--- src/rtl/brn_pkg.sv ---
package brn_pkg;

   localparam int FLG_N = 3;
   localparam int FLG_Z = 2;
   localparam int FLG_C = 1;
   localparam int FLG_V = 0;

   localparam int SHORT_OFF_W = 8;
   localparam int WIDE_OFF_W  = 11;
   localparam int REG_IDX_W   = 4;

   typedef enum logic [2:0] {
      KIND_NONE,
      KIND_COND,
      KIND_UNCOND,
      KIND_LPRE,
      KIND_LSUF,
      KIND_LBAD,
      KIND_IND
   } brn_kind_e;

   typedef struct packed {
      brn_kind_e  kind;
      logic [3:0] cond;
      logic       link;
   } brn_dec_t;

endpackage

--- src/rtl/brn_decode.sv ---
module brn_decode
   import brn_pkg::*;
(
   input  logic [15:0]          instr_i,
   output brn_dec_t             dec_o,
   output logic [REG_IDX_W-1:0] reg_sel_o
);

   always_comb begin
      dec_o.kind = KIND_NONE;
      dec_o.cond = instr_i[11:8];
      dec_o.link = instr_i[7];
      if (instr_i[15:12] == 4'b1101) begin
         dec_o.kind = KIND_COND;
      end else if (instr_i[15:11] == 5'b11100) begin
         dec_o.kind = KIND_UNCOND;
      end else if (instr_i[15:13] == 3'b111) begin
         unique case (instr_i[12:11])
            2'b10:   dec_o.kind = KIND_LPRE;
            2'b11:   dec_o.kind = KIND_LSUF;
            default: dec_o.kind = KIND_LBAD;
         endcase
      end else if (instr_i[15:8] == 8'h47 && instr_i[2:0] == 3'b000) begin
         dec_o.kind = KIND_IND;
      end
   end

   assign reg_sel_o = instr_i[6:3];

endmodule

--- src/rtl/brn_cond_eval.sv ---
module brn_cond_eval
   import brn_pkg::*;
(
   input  logic [3:0] cond_i,
   input  logic [3:0] flags_i,
   output logic       take_o,
   output logic       undef_o
);

   logic n, z, c, v;
   assign n = flags_i[FLG_N];
   assign z = flags_i[FLG_Z];
   assign c = flags_i[FLG_C];
   assign v = flags_i[FLG_V];

   always_comb begin
      take_o  = 1'b0;
      undef_o = 1'b0;
      unique case (cond_i)
         4'd0:    take_o = z;
         4'd1:    take_o = !z;
         4'd2:    take_o = c;
         4'd3:    take_o = !c;
         4'd4:    take_o = n;
         4'd5:    take_o = !n;
         4'd6:    take_o = v;
         4'd7:    take_o = !v;
         4'd8:    take_o = c && !z;
         4'd9:    take_o = !c || z;
         4'd10:   take_o = (n == v);
         4'd11:   take_o = (n != v);
         4'd12:   take_o = !z && (n == v);
         4'd13:   take_o = z || (n != v);
         default: undef_o = 1'b1;
      endcase
   end

endmodule

--- src/rtl/brn_prefix_store.sv ---
module brn_prefix_store
   import brn_pkg::*;
(
   input  logic                  clk,
   input  logic                  rst_n,
   input  logic                  load_i,
   input  logic [WIDE_OFF_W-1:0] data_i,
   output logic [WIDE_OFF_W-1:0] q_o
);

   always_ff @(posedge clk or negedge rst_n) begin
      if (!rst_n)      q_o <= '0;
      else if (load_i) q_o <= data_i;
   end

   // the carried field changes only when a prefix is loaded
   a_r6_prefix_hold: assert property (@(posedge clk) disable iff (!rst_n)
      !load_i |=> $stable(q_o));

endmodule

--- src/rtl/brn_target_calc.sv ---
module brn_target_calc
   import brn_pkg::*;
#(
   parameter int ADDR_W         = 32,
   parameter bit SET_LINK_STATE = 1'b1
) (
   input  logic [ADDR_W-1:0]      pc_i,
   input  logic [ADDR_W-1:0]      reg_data_i,
   input  logic [10:0]            field_i,
   input  logic [WIDE_OFF_W-1:0]  prefix_i,
   output logic [ADDR_W-1:0]      short_tgt_o,
   output logic [ADDR_W-1:0]      wide_tgt_o,
   output logic [ADDR_W-1:0]      long_tgt_o,
   output logic [ADDR_W-1:0]      ind_tgt_o,
   output logic [ADDR_W-1:0]      link_o
);

   localparam int SHORT_PAD = ADDR_W - SHORT_OFF_W - 1;
   localparam int WIDE_PAD  = ADDR_W - WIDE_OFF_W - 1;
   localparam int HI_SHIFT  = WIDE_OFF_W + 1;
   localparam int HI_PAD    = ADDR_W - WIDE_OFF_W - HI_SHIFT;

   logic [ADDR_W-1:0] short_off, wide_off, hi_off, lo_off, ret_addr;

   assign short_off = {{SHORT_PAD{field_i[SHORT_OFF_W-1]}}, field_i[SHORT_OFF_W-1:0], 1'b0};
   assign wide_off  = {{WIDE_PAD{field_i[WIDE_OFF_W-1]}}, field_i, 1'b0};
   assign hi_off    = {{HI_PAD{prefix_i[WIDE_OFF_W-1]}}, prefix_i, {HI_SHIFT{1'b0}}};
   assign lo_off    = {{WIDE_PAD{1'b0}}, field_i, 1'b0};

   assign short_tgt_o = pc_i + short_off;
   assign wide_tgt_o  = pc_i + wide_off;
   assign long_tgt_o  = pc_i + hi_off + lo_off;
   assign ind_tgt_o   = {reg_data_i[ADDR_W-1:1], 1'b0};
   assign ret_addr    = pc_i - ADDR_W'(2);

   generate
      if (SET_LINK_STATE) begin : g_link_marked
         assign link_o = {ret_addr[ADDR_W-1:1], 1'b1};
      end else begin : g_link_plain
         assign link_o = ret_addr;
      end
   endgenerate

endmodule

--- src/rtl/branch_resolve.sv ---
module branch_resolve
   import brn_pkg::*;
#(
   parameter int ADDR_W         = 32,
   parameter bit SET_LINK_STATE = 1'b1
) (
   input  logic                 clk,
   input  logic                 rst_n,
   input  logic                 instr_valid_i,
   input  logic [15:0]          instr_i,
   input  logic [ADDR_W-1:0]    pc_i,
   input  logic [3:0]           flags_i,
   input  logic [ADDR_W-1:0]    reg_data_i,
   output logic [REG_IDX_W-1:0] reg_sel_o,
   output logic                 pc_we_o,
   output logic [ADDR_W-1:0]    pc_o,
   output logic                 lr_we_o,
   output logic [ADDR_W-1:0]    lr_o,
   output logic                 trap_o
);

   localparam int MIN_ADDR_W = 2 * WIDE_OFF_W + 2;

   initial begin
      if (ADDR_W < MIN_ADDR_W)
         $error("branch_resolve: ADDR_W must be at least %0d", MIN_ADDR_W);
   end

   brn_dec_t               dec;
   logic                   cond_take, cond_undef;
   logic [WIDE_OFF_W-1:0]  prefix_q;
   logic [ADDR_W-1:0]      short_tgt, wide_tgt, long_tgt, ind_tgt, link_val;

   brn_decode u_decode (
      .instr_i   (instr_i),
      .dec_o     (dec),
      .reg_sel_o (reg_sel_o)
   );

   brn_cond_eval u_cond (
      .cond_i  (dec.cond),
      .flags_i (flags_i),
      .take_o  (cond_take),
      .undef_o (cond_undef)
   );

   brn_prefix_store u_prefix (
      .clk    (clk),
      .rst_n  (rst_n),
      .load_i (instr_valid_i && dec.kind == KIND_LPRE),
      .data_i (instr_i[WIDE_OFF_W-1:0]),
      .q_o    (prefix_q)
   );

   brn_target_calc #(
      .ADDR_W         (ADDR_W),
      .SET_LINK_STATE (SET_LINK_STATE)
   ) u_target (
      .pc_i        (pc_i),
      .reg_data_i  (reg_data_i),
      .field_i     (instr_i[10:0]),
      .prefix_i    (prefix_q),
      .short_tgt_o (short_tgt),
      .wide_tgt_o  (wide_tgt),
      .long_tgt_o  (long_tgt),
      .ind_tgt_o   (ind_tgt),
      .link_o      (link_val)
   );

   always_ff @(posedge clk or negedge rst_n) begin
      if (!rst_n) begin
         pc_we_o <= 1'b0;
         lr_we_o <= 1'b0;
         trap_o  <= 1'b0;
         pc_o    <= '0;
         lr_o    <= '0;
      end else begin
         pc_we_o <= 1'b0;
         lr_we_o <= 1'b0;
         trap_o  <= 1'b0;
         if (instr_valid_i) begin
            unique case (dec.kind)
               KIND_COND: begin
                  if (cond_undef) begin
                     trap_o <= 1'b1;
                  end else if (cond_take) begin
                     pc_we_o <= 1'b1;
                     pc_o    <= short_tgt;
                  end
               end
               KIND_UNCOND: begin
                  pc_we_o <= 1'b1;
                  pc_o    <= wide_tgt;
               end
               KIND_LSUF: begin
                  pc_we_o <= 1'b1;
                  pc_o    <= long_tgt;
                  lr_we_o <= 1'b1;
                  lr_o    <= link_val;
               end
               KIND_LBAD: trap_o <= 1'b1;
               KIND_IND: begin
                  if (reg_data_i[0]) begin
                     pc_we_o <= 1'b1;
                     pc_o    <= ind_tgt;
                     if (dec.link) begin
                        lr_we_o <= 1'b1;
                        lr_o    <= link_val;
                     end
                  end else begin
                     trap_o <= 1'b1;
                  end
               end
               default: ;
            endcase
         end
      end
   end

   // nothing is issued in a cycle that follows no valid instruction
   a_r12_idle_quiet: assert property (@(posedge clk) disable iff (!rst_n)
      !instr_valid_i |=> !pc_we_o && !lr_we_o && !trap_o);

   // the two reserved condition codes trap and never branch
   a_r4_reserved_cond_traps: assert property (@(posedge clk) disable iff (!rst_n)
      instr_valid_i && instr_i[15:12] == 4'b1101 && instr_i[11:9] == 3'b111
      |=> trap_o && !pc_we_o);

   // an indirect target with its state bit clear is refused
   a_r10_ind_refused: assert property (@(posedge clk) disable iff (!rst_n)
      instr_valid_i && instr_i[15:8] == 8'h47 && instr_i[2:0] == 3'b000 && !reg_data_i[0]
      |=> trap_o && !pc_we_o && !lr_we_o);

   // the link is written only together with a taken branch
   a_r11_link_with_taken: assert property (@(posedge clk) disable iff (!rst_n)
      lr_we_o |-> pc_we_o && !trap_o);

   // the unsupported long-branch half traps
   a_r8_bad_half_traps: assert property (@(posedge clk) disable iff (!rst_n)
      instr_valid_i && instr_i[15:11] == 5'b11101 |=> trap_o && !pc_we_o);

endmodule

--- config.mk ---
export PLATFORM = sky130hd
export DESIGN_NAME = branch_resolve
export DESIGN_NICKNAME = d
export VERILOG_FILES = /design/src/rtl/brn_pkg.sv /design/src/rtl/brn_decode.sv /design/src/rtl/brn_cond_eval.sv /design/src/rtl/brn_prefix_store.sv /design/src/rtl/brn_target_calc.sv /design/src/rtl/branch_resolve.sv
export SDC_FILE = /design/constraint.sdc
export NUM_CORES = 1
export LEC_CHECK = 0
export ABC_AREA = 1
export CAP_MARGIN = 20
export CORE_UTILIZATION = 45
export DETAILED_ROUTE_END_ITERATION = 8
export DONT_BUFFER_PORTS = 1
export GPL_TIMING_DRIVEN = 0
export SLEW_MARGIN = 20
export SYNTH_ARGS = -nofsm -noshare
export SYNTH_HDL_FRONTEND = slang
export SYNTH_SLANG_ARGS = --single-unit
--- constraint.sdc ---
create_clock -name clk -period 5.8 [get_ports clk]
set_input_delay 0.58 -clock clk [delete_from_list [all_inputs] [get_ports clk]]
set_output_delay 0.58 -clock clk [all_outputs]
set_load 0.01 [all_outputs]
-- Yosys cells after proc, flatten, opt, wreduce, memory -nomap -nowiden
Cells that the tools add are included.
- flip-flop bits (word level): 78
- output and inout bits: 71
- word-level logic and storage cells: 86
- muxes and demuxes: 26
- $add $sub $neg: 5
- reductions and logical operators: 18
- equal/unequal tests: 31
- operators with widths (cell ; number):
    $mux 32 ; 5
    $pmux 32 s4 ; 1
    $add 32x32->32 ; 3
    $pmux 32 s2 ; 1
    $add 32x12->32 ; 1
    $sub 32x2->32 const B ; 1
    $eq 4x4->1 const B ; 7
    $eq 4x3->1 const B ; 4
    $pmux 1 s14 ; 1
    $reduce_or 14->1 ; 1
    $eq 3x3->1 const B ; 4
    $mux 3 ; 4
    $mux 1 ; 10
    $eq 4x2->1 const B ; 2
    $eq 8x7->1 const B ; 1
    $ne 2x2->1 const B ; 4
    $eq 3x2->1 const B ; 2
    $pmux 1 s3 ; 2
    $pmux 3 s2 ; 1
    $eq 5x5->1 const B ; 1
    $reduce_and 5->1 ; 1
    $eq 2x2->1 const B ; 2
    $eq 4x1->1 const B ; 1
    $logic_and 1x1->1 ; 4
    12 further kinds ; 16

-- Longest topological paths before layout
- depth in word-level cells: 10
- gate-level depth with buffers: 20
- depth with buffers taken out: 20

-- By module
From an unflattened synthesis, not the netlist that was laid out.
- cell total of the unflattened synthesis: 2022
- area total of the unflattened synthesis: 11389.7 µm²
- by module, submodules not included (module ; area an instance (µm²) ; instances ; cells an instance ; seq. area each (µm²)):
    brn_target_calc ; 6896.6 ; 1 ; 1404 ; 0.0
    branch_resolve ; 3711.1 ; 1 ; 491 ; 1676.6
    brn_prefix_store ; 421.7 ; 1 ; 47 ; 275.3
    brn_cond_eval ; 195.2 ; 1 ; 48 ; 0.0
    brn_decode ; 165.2 ; 1 ; 32 ; 0.0

-- Worst setup path before layout
OpenSTA, ideal clock, no wires.
- kind: input port to flip-flop
- start: input port instr_i[11]
- end: register pc_o[15]
- data required time: 5.684 ns
- arrival: 2.797 ns
- path buffers: 1
- stages: 17
- slack: 2.887 ns
- library setup time: 0.116 ns
- cell sequence: buf_4 nor2_1 nand3_1 nand2_1 nand2_1 inv_1 ha_1 nand2_1 nor2_1 and2_1 nand2_1 nand2_1 or2_2 nand3_1 nand3_1 nand2_1 nand2_1
- cells in the longest elaborated chain, start to end: 9
- elaborated cells on any way between the ends: 36
- classes of those cells: eq/ne: 24; mux: 7; reduce/logical: 5
- RTL lines (element ; RTL line ; source):
    start: declaration ; branch_resolve.sv:10 ; input logic [15:0] instr_i,
    $eq 8x7->1 ; brn_decode.sv:23 ; end else if (instr_i[15:8] == 8'h47 && instr_i[2:0] == 3'b000) begin
    $logic_and 1x1->1 ; brn_decode.sv:23 ;
    $mux 3 ; brn_decode.sv:23 ;
    $mux 3 ; brn_decode.sv:17 ; end else if (instr_i[15:13] == 3'b111) begin
    $mux 3 ; brn_decode.sv:15 ; end else if (instr_i[15:11] == 5'b11100) begin
    $mux 3 ; brn_decode.sv:13 ; if (instr_i[15:12] == 4'b1101) begin
    $eq 3x3->1 (tied with other cells) ; branch_resolve.sv:82 ; unique case (dec.kind)
    $reduce_bool 4->1 (no line) / $ne 2x2->1 (equally long branches) ; n/a ;
    $reduce_and 5->1 (no line) ; n/a ;
    end signal: assignment ; branch_resolve.sv:88 ; pc_o <= short_tgt;
    end signal: assignment ; branch_resolve.sv:93 ; pc_o <= wide_tgt;
    end signal: assignment ; branch_resolve.sv:97 ; pc_o <= long_tgt;
    end: declaration ; branch_resolve.sv:16 ; output logic [ADDR_W-1:0] pc_o,
Several ways; a longest one is shown, not always the timed one.
A chain may end at the register's enable or synchronous reset.

-- Worst setup path after layout
- start: input port instr_i[11]
- end: register pc_o[28]
The elaborated chain is that of the path after synthesis.

==> results.txt <==
----------------------------------------------------
[Synthesis]
  Post-synthesis net count ... 1649
  Synthesized instance count ... 1507
  Portion of synthesized cell area occupied by the leading cell type ... 25.8%
  Dominant combinational cell family by area after synthesis ... simple AND/OR/NAND/NOR gates
  Average cell area after synthesis ... 5.73 sq um
  Post-synthesis cell area ... 8640 sq um
  Share of the synthesized area in compound gates (AO/OA/AOI/OAI) ... 6.98%
  Prevailing post-synth register cell ... dfrtp_1
  Number of enable-type register cells in the synthesized netlist ... 0
  Mux contribution to synthesized area ... 0.913%
  Simple-gate portion of the synthesized area ... 44.8%
  Cell type with the highest aggregate area in the netlist ... nand2_1
  Synth Warn # ... 0
  Share of the synthesized netlist area taken by xor and xnor gates ... 3.25%
  Dominant cells by area after synthesis ... nand2_1, dfrtp_1, inv_1
  Async SR Flop Fraction ... 100%
  Seq/Total Area, Yosys ... 22.6%
  Unique cell type count in the Yosys netlist ... 38
  Synthesized flop and latch total ... 78
  Adder and majority gate portion of the synthesized area ... 8.06%

[Job]
  Max Cap Violations ... 0

[Global routing]
  Overflow left after global routing ... 0
  Via count of the first global-routing pass ... 8387
  GRT Util Overall ... 30.7%
  Maximum number of pins on one net before global-route repair ... 79
  First-pass GRT wire length ... 45700 um
  Antenna violations before repair ... 0

[Drt]
  Vias ... 9108
  First drt pass iteration count ... 9
  Remaining antenna violation count ... 0
  Number of remaining DRC errors ... 0
  DR iter-0 viols ... 560
  Final wirelength ... 29900 um
  Post-detailed-route wirelength per cell ... 17.0 um
  Via density per instance ... 5.18

[STA]
  Highest achievable clock rate ... 293 MHz
  Period Utilization, post-route ... 58.9%
  Final Hold Vio Count ... 0
  Least-Margin Pin Slew ... 0.731 ns
  Number of pins exceeding their max-slew limit in the final report ... 0
  Final TNS setup ... 0 ns
  Setup Skew ... 0.00362 ns
  Shortest period the worst path allows ... 3.41 ns
  Worst rel slew slack ... 51.2%
  RSZ-0062 raised after global routing ... false
  Setup-failing EPs final ... 0

[Clock network]
  Clock-pin transition on the worst setup and hold timing paths ... 0.06 ns
  TritonCTS Buffers ... 9
  Largest buffer count on any clock path ... 2
  Clock latency of the later-clocked register in the worst-skew pair ... 0.35 ns
  Post CTS Setup Buffer Count ... 0
  Clk root buf ... clkbuf_16
  TritonCTS clock tree ... yes
  Total clock sinks ... 78
  CTS HTree Levels ... 3

[Setup path]
  Slowest stage cell, crit path ... inv_1
  Maximum net fanout on the critical path ... 22
  Endpoint class of the critical path ... flop
  Class of the most critical setup path ... primary input to flop
  Number of cell instances on the worst register-to-register path ... 13
  Reg-to-reg setup timing slack ... 3.37 ns
  Critical path's largest stage delay ... 0.59 ns
  List of cells traversed by the critical path ... buf_4, nor2_1, nand3_1, nand2_1, nand2_1, inv_1, ha_1, nand2_1, inv_1, a21oi_1, nand3_1, nand2_1, nand3_1, nand3_1, nand3_1, nand2_1, inv_1
  Worst endpoint required time ... 6.05 ns
  Arrival time of data at the critical path endpoint ... 3.67 ns
  Critical Path Start Type ... primary input

[Pwr]
  Share of total power in sequential cells ... 36.9%
  Fraction of power spent switching nets ... 43.2%
  Static leakage ... 0.00544 uW
  Peak supply drop ... 136 uV
  Portion of total power attributed to combinational logic ... 39.4%
  Share of power burned in the clock network ... 23.8%
  Pwr dens ... 243 nW/um^2
  Net Switching ... 968 uW
  Int Pwr ... 1270 uW

[Finish]
  Post-layout instance count excluding filler cells ... 1758
  Share of the core filled with cells in the final layout ... 49.2%
  Layout overhead on the synthesized area ... 6.82%
  Layout filler cell count ... 2053
  Post-route design area ... 9230 sq um
  Layout cells sized above 1 ... 4.20%
  Layout net count ... 1661
  Antenna Cells ... 0

[Floorplan]
  Ports ... 158
  Die Span Y ... 141 um
  Die Footprint ... 19700 sq um
  Number of rows created at floorplan ... 50
  Initial Util ... 46.0%
  Core Area ... 18800 sq um
  Die W ... 141 um

[Placed design]
  Final Wtd Congestion ... 0.980
  Final HPWL DP ... 25400 um
  Total instance count after detailed placement ... 1741
  Placed Area ... 8930 sq um
  # port buffers ... 0

[Min path]
  Min-Delay Path Class ... primary input to asynchronous set/reset pin

[Outcome]
  Result of the run ... finished, final reports clean

----------------------------------------------------
## final timing paths
check                                 start  endpoint
setup / recovery                instr_i[11]  pc_o[28]
hold / removal                        rst_n   lr_o[1]
setup reg to reg           u_prefix.q_o[10]  pc_o[27]
hold reg to reg                    lr_o[13]  lr_o[13]
max in group asynchronous             rst_n  pc_o[22]
min in group clk                    pc_i[1]   lr_o[1]
## cell usage after synthesis, types with 2 or more instances
library cell / count
a31oi_1: 6
and2_1: 6
buf_2: 8
nand3_2: 2
nand4_1: 16
a21o_1: 2
clkbuf_1: 3
xor2_1: 20
nand3b_1: 8
or2_1: 6
nor2_4: 2
nand2_1: 593
xnor2_1: 12
nor2_2: 2
nor2_1: 143
or2_2: 4
buf_4: 12
mux2_2: 7
inv_2: 4
o21ai_0: 32
nor3_2: 2
a21oi_1: 47
ha_1: 54
buf_6: 3
inv_1: 257
o21ai_1: 17
o21bai_1: 6
and3_1: 3
dfrtp_1: 78
nand3_1: 132
nor3_1: 13
## stage by stage
step                power, uW  hold slack (ns)  worst slack [ns]
floorplan                1450            0.284              2.89
global placement         1680            0.286              2.09
detailed placement       1690            0.286              2.13
CTS                      2240            0.132              2.48
global route             2410            0.146              2.08
finish                   2240            0.112              2.39
## kinds of logic (layout without fill, tap and decap cells)
logic type,count (synthesis),in the layout
AO/OA/AOI/OAI,112,112
AND/OR/NAND/NOR,935,935
buffers and inverters,288,305
XOR/XNOR,32,32
multiplexers,7,7
flip-flops,78,78
adder cells (fa/ha/maj),55,55
## worst max-delay path, delay by kind of cell
kind / cells / cell delay (ns)
AND/OR/NAND/NOR: 11 / 1.57
buffers and inverters: 4 / 0.86
AO/OA/AOI/OAI: 1 / 0.23
adder cells (fa/ha/maj): 1 / 0.41
## sequential cells by signal (all words and copies together), names as in the netlist
signal        flops
pc_o             32
lr_o             32
pc_we_o           1
u_prefix.q_o     11
lr_we_o           1
trap_o            1
## repair_timing
item                      in CTS  in global routing
hold endpoints to repair      78                  0
gates resized for setup        0                  0
hold buffers                   1                  0
## cells in the final DEF, fill, tap and decap left out, types with 2 or more instances in the layout
cell and instances:
o21ai_0 32, buf_6 3, inv_1 257, a21oi_1 47, o21ai_1 17, a21o_1 2, and3_1 3, nand3_2 2
nor2_4 2, inv_2 4, nor3_1 13, nor3_2 2, or2_1 6, buf_2 8, clkinvlp_4 2, nand3b_1 8
nor2_1 143, nand2_1 593, and2_1 6, o21bai_1 6, or2_2 4, nand4_1 16, xor2_1 20, a31oi_1 6
nor2_2 2, xnor2_1 12, nand3_1 132, buf_4 12, ha_1 54, clkbuf_1 6, mux2_2 7, clkbuf_16 9
dfrtp_1 78
## metal layers
metal  global-route usage [%]  part of all wire, %  vias to the layer above
li1                         -                    -                     4695
met2                     50.4                   45                      262
met4                     10.5                  3.2                        0
met5                        0                    0                        -
met3                     4.58                  6.6                       37
met1                     41.1                   45                     4114
## layout make-up
type                    instances  area [sq um]  share of cell area (%)
repair buffers                  1          27.5                   0.298
clock inverters                 4          32.5                   0.353
clock buffers                  12           236                    2.56
plain buffers                  26           175                    1.90
well taps                     234           293                    3.17
multi-input cells            1141          5530                    59.9
flip-flops and latches         78          1950                    21.2
inverters                     262           983                    10.7
## power groups by stage
stage	Combinational, uW	Clock, uW	Sequential [uW]
after floorplan	650	0	800
after global placement	849	0	834
after detailed placement	855	0	837
after CTS	873	542	827
after global routing	1000	565	838
final	881	532	826
Power figures use the tool's default switching activity.
